==> src/rtl/mbox_pkg.sv <==
package mbox_pkg;
  localparam int SLOT_MAX  = 4;
  localparam int RX_BASE   = 4;
  localparam int STAT_ADDR = 8;
  localparam int CTRL_ADDR = 9;
  localparam int FREE0_BIT = 23;
  localparam int OCC0_BIT  = 27;
  localparam int GEN_EN_HI = 31;
  localparam int RX_EN_HI  = 27;
  localparam int TX_EN_HI  = 23;
  localparam int GREQ_HI   = 19;
  localparam int FLG_W     = 3;
  localparam logic [31:0] CTRL_WMASK = 32'hFFFF_0007;
endpackage

==> src/rtl/mbox_slot.sv <==
module mbox_slot #(
  parameter int DATA_W = 32
) (
  input  logic              clk,
  input  logic              rst,
  input  logic              push,
  input  logic [DATA_W-1:0] push_data,
  input  logic              pop,
  output logic [DATA_W-1:0] word_q,
  output logic              occ_q
);
  always_ff @(posedge clk) begin
    if (rst) begin
      word_q <= '0;
      occ_q  <= 1'b0;
    end else if (push) begin
      word_q <= push_data;
      occ_q  <= 1'b1;
    end else if (pop) begin
      occ_q  <= 1'b0;
    end
  end
endmodule

==> src/rtl/mbox_port.sv <==
module mbox_port
  import mbox_pkg::*;
#(
  parameter int DATA_W = 32,
  parameter int NCH    = 4,
  parameter int ADDR_W = 4
) (
  input  logic                       clk,
  input  logic                       rst,
  input  logic                       wr,
  input  logic                       rd,
  input  logic [ADDR_W-1:0]          addr,
  input  logic [DATA_W-1:0]          wdata,
  input  logic [NCH-1:0]             tx_occ,
  input  logic [NCH-1:0]             rx_occ,
  input  logic [NCH-1:0][DATA_W-1:0] rx_word,
  input  logic [FLG_W-1:0]           peer_flg,
  input  logic [3:0]                 peer_greq,
  output logic [NCH-1:0]             tx_push,
  output logic [NCH-1:0]             rx_pop,
  output logic [31:0]                ctrl_q,
  output logic [DATA_W-1:0]          rdata,
  output logic                       irq
);
  logic [31:0] stat;
  logic [3:0]  free_v, occ_v;
  logic [DATA_W-1:0] rd_mux;
  logic irq_d;

  always_comb begin
    for (int n = 0; n < NCH; n++) begin
      tx_push[n] = wr && (addr == ADDR_W'(n));
      rx_pop[n]  = rd && (addr == ADDR_W'(RX_BASE + n));
    end
  end

  always_comb begin
    stat = '0;
    for (int n = 0; n < NCH; n++) begin
      stat[FREE0_BIT - n] = ~tx_occ[n];
      stat[OCC0_BIT - n]  = rx_occ[n];
    end
    stat[FLG_W-1:0] = peer_flg;
    free_v = stat[FREE0_BIT -: 4];
    occ_v  = stat[OCC0_BIT -: 4];
  end

  always_comb begin
    rd_mux = '0;
    if (addr == ADDR_W'(STAT_ADDR)) rd_mux = DATA_W'(stat);
    else if (addr == ADDR_W'(CTRL_ADDR)) rd_mux = DATA_W'(ctrl_q);
    else begin
      for (int n = 0; n < NCH; n++)
        if (addr == ADDR_W'(RX_BASE + n)) rd_mux = rx_word[n];
    end
  end

  assign irq_d = |(ctrl_q[GEN_EN_HI -: 4] & peer_greq)
               | |(ctrl_q[RX_EN_HI -: 4] & occ_v)
               | |(ctrl_q[TX_EN_HI -: 4] & free_v);

  always_ff @(posedge clk) begin
    if (rst) begin
      ctrl_q <= '0;
      rdata  <= '0;
      irq    <= 1'b0;
    end else begin
      if (wr && addr == ADDR_W'(CTRL_ADDR))
        ctrl_q <= wdata[31:0] & CTRL_WMASK;
      if (rd) rdata <= rd_mux;
      irq <= irq_d;
    end
  end
endmodule

==> src/rtl/mbox_pair.sv <==
module mbox_pair
  import mbox_pkg::*;
#(
  parameter int DATA_W = 32,
  parameter int NCH    = 4,
  parameter int ADDR_W = 4
) (
  input  logic              clk,
  input  logic              rst,
  input  logic              a_wr,
  input  logic              a_rd,
  input  logic [ADDR_W-1:0] a_addr,
  input  logic [DATA_W-1:0] a_wdata,
  output logic [DATA_W-1:0] a_rdata,
  output logic              a_irq,
  input  logic              b_wr,
  input  logic              b_rd,
  input  logic [ADDR_W-1:0] b_addr,
  input  logic [DATA_W-1:0] b_wdata,
  output logic [DATA_W-1:0] b_rdata,
  output logic              b_irq
);
  logic [NCH-1:0] ab_occ, ba_occ;
  logic [NCH-1:0] a_push, a_pop, b_push, b_pop;
  logic [NCH-1:0][DATA_W-1:0] ab_word, ba_word;
  logic [31:0] a_ctrl, b_ctrl;

  for (genvar g = 0; g < NCH; g++) begin : g_slot
    mbox_slot #(.DATA_W(DATA_W)) u_ab (
      .clk(clk), .rst(rst), .push(a_push[g]), .push_data(a_wdata),
      .pop(b_pop[g]), .word_q(ab_word[g]), .occ_q(ab_occ[g]));
    mbox_slot #(.DATA_W(DATA_W)) u_ba (
      .clk(clk), .rst(rst), .push(b_push[g]), .push_data(b_wdata),
      .pop(a_pop[g]), .word_q(ba_word[g]), .occ_q(ba_occ[g]));
  end

  mbox_port #(.DATA_W(DATA_W), .NCH(NCH), .ADDR_W(ADDR_W)) u_pa (
    .clk(clk), .rst(rst), .wr(a_wr), .rd(a_rd), .addr(a_addr), .wdata(a_wdata),
    .tx_occ(ab_occ), .rx_occ(ba_occ), .rx_word(ba_word),
    .peer_flg(b_ctrl[FLG_W-1:0]), .peer_greq(b_ctrl[GREQ_HI -: 4]),
    .tx_push(a_push), .rx_pop(a_pop), .ctrl_q(a_ctrl),
    .rdata(a_rdata), .irq(a_irq));

  mbox_port #(.DATA_W(DATA_W), .NCH(NCH), .ADDR_W(ADDR_W)) u_pb (
    .clk(clk), .rst(rst), .wr(b_wr), .rd(b_rd), .addr(b_addr), .wdata(b_wdata),
    .tx_occ(ba_occ), .rx_occ(ab_occ), .rx_word(ab_word),
    .peer_flg(a_ctrl[FLG_W-1:0]), .peer_greq(a_ctrl[GREQ_HI -: 4]),
    .tx_push(b_push), .rx_pop(b_pop), .ctrl_q(b_ctrl),
    .rdata(b_rdata), .irq(b_irq));
endmodule

==> config.mk <==
export PLATFORM = sky130hd
export DESIGN_NAME = mbox_pair
export DESIGN_NICKNAME = d
export VERILOG_FILES = /design/src/rtl/mbox_pkg.sv /design/src/rtl/mbox_slot.sv /design/src/rtl/mbox_port.sv /design/src/rtl/mbox_pair.sv
export SDC_FILE = /design/constraint.sdc
export NUM_CORES = 1
export LEC_CHECK = 0
export ABC_AREA = 0
export BUFFER_PORTS_ARGS = -buffer_cell sky130_fd_sc_hd__buf_2
export CORE_MARGIN = 2
export CORE_UTILIZATION = 40
export CTS_CLUSTER_SIZE = 12
export DETAILED_ROUTE_END_ITERATION = 10
export SLEW_MARGIN = 15
export SYNTH_ARGS = -nofsm -noshare
export SYNTH_HDL_FRONTEND = slang
export SYNTH_SLANG_ARGS = --single-unit
==> constraint.sdc <==
create_clock -name clk -period 1.6 [get_ports clk]
set_clock_uncertainty 0.1 [all_clocks]
set_input_delay 0.08 -clock clk [delete_from_list [all_inputs] [get_ports clk]]
set_output_delay 0.08 -clock clk [all_outputs]
set_load 0.02 [all_outputs]
==> results.json, run 1 <==
{
  "rrSetupSlack_ns": 0.14,
  "hold_start": "a_addr[1]",
  "areaGrowthSynthToFinish_pct": 25.3,
  "grt_pass1_wl_mm": 75.2,
  "coreArea_mm2": 0.0367,
  "port_buffers": 143,
  "nets": 2096,
  "wl_per_cell_um": 19.4,
  "vias": 13600,
  "synth.distinct_cells": 45,
  "final-setup-viol-count": 0,
  "finalPower_mw": 20.0,
  "drcViolationCount": 0,
  "synth_top_family_by_area": "simple AND/OR/NAND/NOR gates",
  "path_cells": "dlygate4sd3_1 > buf_2 > nor2b_1 > and3_4 > buf_4 > a222oi_1 > nand2_1",
  "seq_area_frac_synth_pct": 49.4,
  "synth.mux.area_fraction_pct": 8.53,
  "h-tree-depth": 2,
  "r2r-end": "u_pa.irq$_SDFF_PP0_",
  "vdd_drop_max_uv": 815,
  "clock_sinks": 368,
  "final_common_cell": "nand2_1",
  "firstDrtPassIters": 6,
  "drv_slew": 0,
  "worstHoldEndpoint": "u_pa.rdata[2]$_SDFFE_PP0P_",
  "slowest_stage": "dlygate4sd3_1",
  "gp_congestion": 0.845,
  "start_util_pct": 40.6,
  "num_rows": 70,
  "place_area_mm2": 0.0166,
  "finalCriticalPeriod_ns": 1.58,
  "grt_max_degree": 150,
  "required_ns": 1.94,
  "antenna_found_initial": 3,
  "synth_xor_area_share_pct": 0,
  "crit_start": "b_rd",
  "cp.depth": 7,
  "rr_worst_depth": 3,
  "cp_top_family": "buffers and inverters",
  "power_density_mw_per_mm2": 1070,
  "r2r-start": "g_slot[1].u_ab.occ_q$_SDFFE_PP0P_",
  "fp.dieH_um": 197,
  "drt-initial-drc-count": 1127,
  "end_kind": "register",
  "max_freq_ghz": 0.635,
  "syn_nets": 1895,
  "leakage_nw": 6.86,
  "worst_setup_path_start_kind": "primary input",
  "clk_pin_slew_ns": 0.06,
  "post_cts_buffers": 0,
  "syn_inst": 1817,
  "dp_slack_ns": -0.267,
  "finalWirelength_mm": 48.8,
  "finalSetupTns_ns": 0,
  "path_class": "primary input to register",
  "cts_root_buf": "clkbuf_16",
  "hold_violations": 0,
  "grt_usage_pct": 24.9,
  "die_area_mm2": 0.0388,
  "layout-drive-gt1-share_pct": 16.4,
  "syn_area_mm2": 0.0149,
  "grt-ovfl-total": 0,
  "post-route-util_pct": 50.9,
  "maxCapViolCount": 0,
  "max_stage_delay_ns": 0.56,
  "rsz0062_at_grt": "no",
  "synthSimpleGateAreaFrac_pct": 20.1,
  "ys_seq_elements": 368,
  "post-route-period-util_pct": 98.5,
  "worst-path-buf-inv": 3,
  "fp.dieW_um": 197,
  "synth_fa_ha_area_share_pct": 0,
  "stdcell_area_mm2": 0.0187,
  "final_antenna_net_count": 0,
  "slew_headroom_pct": 54.8,
  "outcome": "finished, final reports clean",
  "synth_compound_area_share_pct": 17.6,
  "yosysWarnings": 0,
  "hp-class": "primary input to register",
  "layout_common_cells": "nand2_1, dfxtp_1, a21oi_1, buf_2, dlygate4sd3_1",
  "cts_made_buffers": 41,
  "clock_insertion_delay_worst_skew_ns": 0.57,
  "final.setup.worst_slack_ns": 0.0248,
  "cts_tree": "done",
  "first_global_vias": 13200,
  "ys.flop_type": "dfxtp_1",
  "vias_per_cell": 5.41,
  "synth_edf_count": 0,
  "cp_max_fo": 8,
  "io_pins": 144,
  "worstPathArrival_ns": 1.92,
  "avgSynthCellArea_um2": 8.20,
  "worst_pin_slew_ns": 0.679,
  "post-dp-hpwl_mm": 31.9,
  "clockBufferDepth": 3,
  "whs_path_depth": 5,
  "synthArstFlopShare_pct": 0
}
==> state kept, by name, indices dropped and copies added, names as in the netlist <==
name and flops:
g_slot.u_ab.occ_q 4, g_slot.u_ab.word_q 128, g_slot.u_ba.occ_q 4, g_slot.u_ba.word_q 128, u_pa.ctrl_q 19, u_pa.irq 1, u_pa.rdata 32, u_pb.ctrl_q 19
u_pb.irq 1, u_pb.rdata 32
==> power breakdown <==
part	internal, mW	switching, mW	total (mW)
logic	0.515	0.809	1.32
registers	9.28	0.0730	9.35
clock network	5.53	3.82	9.36
total	15.3	4.71	20.0
==> worst min-delay path, delay by kind of cell <==
family        cells  cell delay, ns
buf+inv           2            0.34
simple gates      3            0.20
==> area by class of cell <==
cell class | instances | area, µm²
tap | 468 | 586
clock buffer | 63 | 1210
multi-input combinational | 1299 | 6940
fill | 3483 | 18000
clock inverter | 8 | 116
inverter | 9 | 33.8
antenna | 2 | 5.00
timing repair buffer | 299 | 2410
sequential | 368 | 7370
==> worst max path at each step <==
stage	endpoint	slack, ns
global placement	g_slot[3].u_ba.word_q[26]$_SDFFE_PP0P_	-0.25
finish	u_pb.rdata[26]$_SDFFE_PP0P_	0.02
CTS	u_pb.rdata[29]$_SDFFE_PP0P_	0.04
detailed placement	g_slot[3].u_ba.word_q[27]$_SDFFE_PP0P_	-0.27
global route	u_pb.rdata[26]$_SDFFE_PP0P_	0.004
floorplan	g_slot[1].u_ba.word_q[10]$_SDFFE_PP0P_	0.04
==> repair_timing <==
item	4_1_cts	5_1_grt
hold endpoints to repair	319	0
gates resized for setup	0	3
hold buffers	74	0
endpoints found under the setup margin	0	29
==> logic make-up (layout without fill, tap and decap cells) <==
logic type	after synthesis	after routing
other	0	2
and+or+nand+nor	740	740
DFF	368	368
buffers and inverters	150	379
AOI/OAI and AO/OA	459	459
muxes	100	100
==> per-stage QoR <==
step / hold WS [ns] / cells
2_1_floorplan: 0.116 / 1817
3_3_place_gp: 0.256 / 2369
3_5_place_dp: 0.263 / 2369
4_1_cts: 0.00599 / 2514
5_1_grt: 0.0517 / 2515
6_report: 0.0353 / 2516
==> layer usage <==
metal  global-route usage, %  part of all wire [%]  vias up
met2                    40.4                    46      474
li1                        -                     -     6561
met1                    33.8                    44     6499
met4                    7.41                   2.6        2
met3                    4.49                   7.6       81
met5                       0                 0.027        -
==> synthesized netlist by cell type, types with 7 or more instances <==
master	number	area (µm²)
a211oi_1	7	52.6
mux4_2	20	450
nand3_1	7	35.0
a22o_1	11	96.3
a21oi_1	317	1590
o211ai_1	8	60.1
inv_1	9	33.8
o21ai_0	28	140
o2bb2ai_1	18	158
clkbuf_1	81	304
nor2b_1	20	125
o221ai_1	7	61.3
nor2_1	23	86.3
a22oi_1	30	225
nand2_1	651	2440
dfxtp_1	368	7370
buf_2	52	260
mux2_2	16	180
mux2i_1	64	641
o22ai_1	17	106
Note: power is estimated with default switching activity, not from simulation.
==> run 2, diff against run 1 <==
--- a/config.mk
+++ b/config.mk
@@ -11,6 +11,7 @@
 export CORE_UTILIZATION = 40
 export CTS_CLUSTER_SIZE = 12
 export DETAILED_ROUTE_END_ITERATION = 10
+export PLACE_DENSITY = 0.57
 export SLEW_MARGIN = 15
 export SYNTH_ARGS = -nofsm -noshare
 export SYNTH_HDL_FRONTEND = slang
==> run 2 against run 1 <==
The flow now finishes with violations (hold timing). Global-route usage rose by 0.18 points. Worst hold slack got worse by 0.10 ns. Fmax increased by 0.19%. Count of clock-buffer cells in the layout grew 6. Combinational power up 3%. First-iteration DRC count is 12% lower. Non-clock buffer count grew 7. Flip-flop and latch count stayed put. Critical endpoint is now u_pb.rdata[1]$_SDFFE_PP0P_. Largest cell class unchanged. Largest power group unchanged.
==> results.json, run 2 (synthesized netlist as in run 1, its figures left out) <==
{
  "wl_per_cell_um": 19.5,
  "drt-initial-drc-count": 994,
  "grt_usage_pct": 25.1,
  "vias_per_cell": 5.37,
  "areaGrowthSynthToFinish_pct": 26.7,
  "vdd_drop_max_uv": 812,
  "gp_congestion": 0.851,
  "outcome": "complete, but fails checks",
  "register_area_mm2": 0.00737,
  "layout_common_cells": "nand2_1, dfxtp_1, a21oi_1, buf_2, dlygate4sd3_1",
  "finalWirelength_mm": 49.3,
  "maxCapViolCount": 0,
  "start_util_pct": 40.6,
  "clk_pin_slew_ns": 0.06,
  "rsz0062_at_grt": "no",
  "post-route-period-util_pct": 98.3,
  "cts_root_buf": "clkbuf_16",
  "slew_headroom_pct": 19.7,
  "layout-drive-gt1-share_pct": 16.9,
  "n_antenna_cell": 0,
  "hp-class": "primary input to register",
  "power_density_mw_per_mm2": 1090,
  "nFillCells": 3488,
  "clockBufferDepth": 3,
  "post-route-util_pct": 51.5,
  "path_class": "primary input to register",
  "worst_pin_slew_ns": 1.20,
  "final_common_cell": "nand2_1",
  "end_kind": "register",
  "worstPathArrival_ns": 1.92,
  "fp.dieH_um": 197,
  "firstDrtPassIters": 5,
  "final_antenna_net_count": 0,
  "drv_slew": 0,
  "grt_max_degree": 143,
  "h-tree-depth": 2,
  "clock_sinks": 368,
  "vias": 13600,
  "finalCriticalPeriod_ns": 1.57,
  "reg_top3": "g_slot.u_ab.word_q: 128 flops, g_slot.u_ba.word_q: 128 flops",
  "antenna_found_initial": 3,
  "cts_tree": "done",
  "die_area_mm2": 0.0388,
  "whs_ns": -0.0693,
  "post-dp-hpwl_mm": 32.3,
  "port_buffers": 143,
  "failed_checks": "hold timing",
  "worst_setup_path_start_kind": "primary input",
  "first_global_vias": 13100,
  "num_rows": 70,
  "max_freq_ghz": 0.636,
  "leakage_nw": 6.97,
  "cts_made_buffers": 42,
  "finalPower_mw": 20.6,
  "drcViolationCount": 0,
  "grt_pass1_wl_mm": 75.6,
  "required_ns": 1.94,
  "clock_insertion_delay_worst_skew_ns": 0.56,
  "slowest_stage": "dlygate4sd3_1",
  "final-setup-viol-count": 0,
  "hold_violations": 19,
  "path_cells": "buf_8 > buf_12 > dlygate4sd3_1 > nor2b_1 > and3_1 > buf_4 > a222oi_1 > nand2_1",
  "grt-ovfl-total": 0,
  "cp_max_fo": 8,
  "max_stage_delay_ns": 0.66,
  "fp.dieW_um": 197,
  "io_pins": 144,
  "multi_input_area_mm2": 0.00694,
  "coreArea_mm2": 0.0367,
  "nets": 2104
}
-- run 2: metrics by stage --
step	std cells	TNS (ns)	worst slack, ns	hold slack (ns)	area (µm²)
after floorplan	1817	0	0.0365	0.116	14900
after global placement	2374	-18.90	-0.203	0.256	16700
after detailed placement	2374	-20.58	-0.216	0.264	16700
after CTS	2520	0	0.000530	0.0286	18800
after global routing	2524	0	0.0234	-0.0207	18900
final	2524	0	0.0278	-0.0693	18900
-- run 2: worst max-delay path, delay by kind of cell --
family | cells | cell delay (ns)
AOI/OAI and AO/OA | 1 | 0.36
buffers and inverters | 4 | 1.05
and+or+nand+nor | 3 | 0.42
-- run 2: power breakdown --
group | switching [mW] | internal (mW) | leakage, nW
Combinational | 0.816 | 0.541 | 3.29
Clock | 3.79 | 6.12 | 0.709
Sequential | 0.0726 | 9.28 | 2.97
Total | 4.68 | 15.9 | 6.97
-- run 2: worst paths after layout --
check | start | endpoint | slack, ns | depth (start not counted)
worst max-delay path | rst | u_pb.rdata[1]$_SDFFE_PP0P_ | 0.03 | 8
worst min-delay path | rst | g_slot[3].u_ba.word_q[28]$_SDFFE_PP0P_ | -0.07 | 3
worst max register to register | u_pa.ctrl_q[24]$_SDFFE_PP0P_ | u_pa.irq$_SDFF_PP0_ | 0.18 | 3
worst min register to register | u_pb.rdata[29]$_SDFFE_PP0P_ | u_pb.rdata[29]$_SDFFE_PP0P_ | 0.34 | 2
-- run 2: timing repair --
action | in CTS | in global routing
gates resized for setup | 0 | 2
endpoints found under the setup margin | 0 | 17
endpoints found under the hold margin | 326 | 17
hold buffers | 72 | 5
setup buffers | 0 | 0
-- run 2: per-layer routing --
layer	part of all wire, %	vias to the layer above	wire (µm)	GRT usage, %
met1	44	6520	21800	33.7
met3	5.9	69	2930	4.13
met5	0.057	-	28	0
li1	-	6573	-	-
met4	2.1	4	1040	7.10
met2	48	392	23400	41.7
-- run 2: final cells by class --
class	instances	share of cell area (%)
sequential	368	39.0
clock buffer	69	7.23
clock inverter	5	0.411
timing repair buffer	306	13.3
inverter	9	0.179
tap	468	3.10
multi-input combinational	1299	36.8
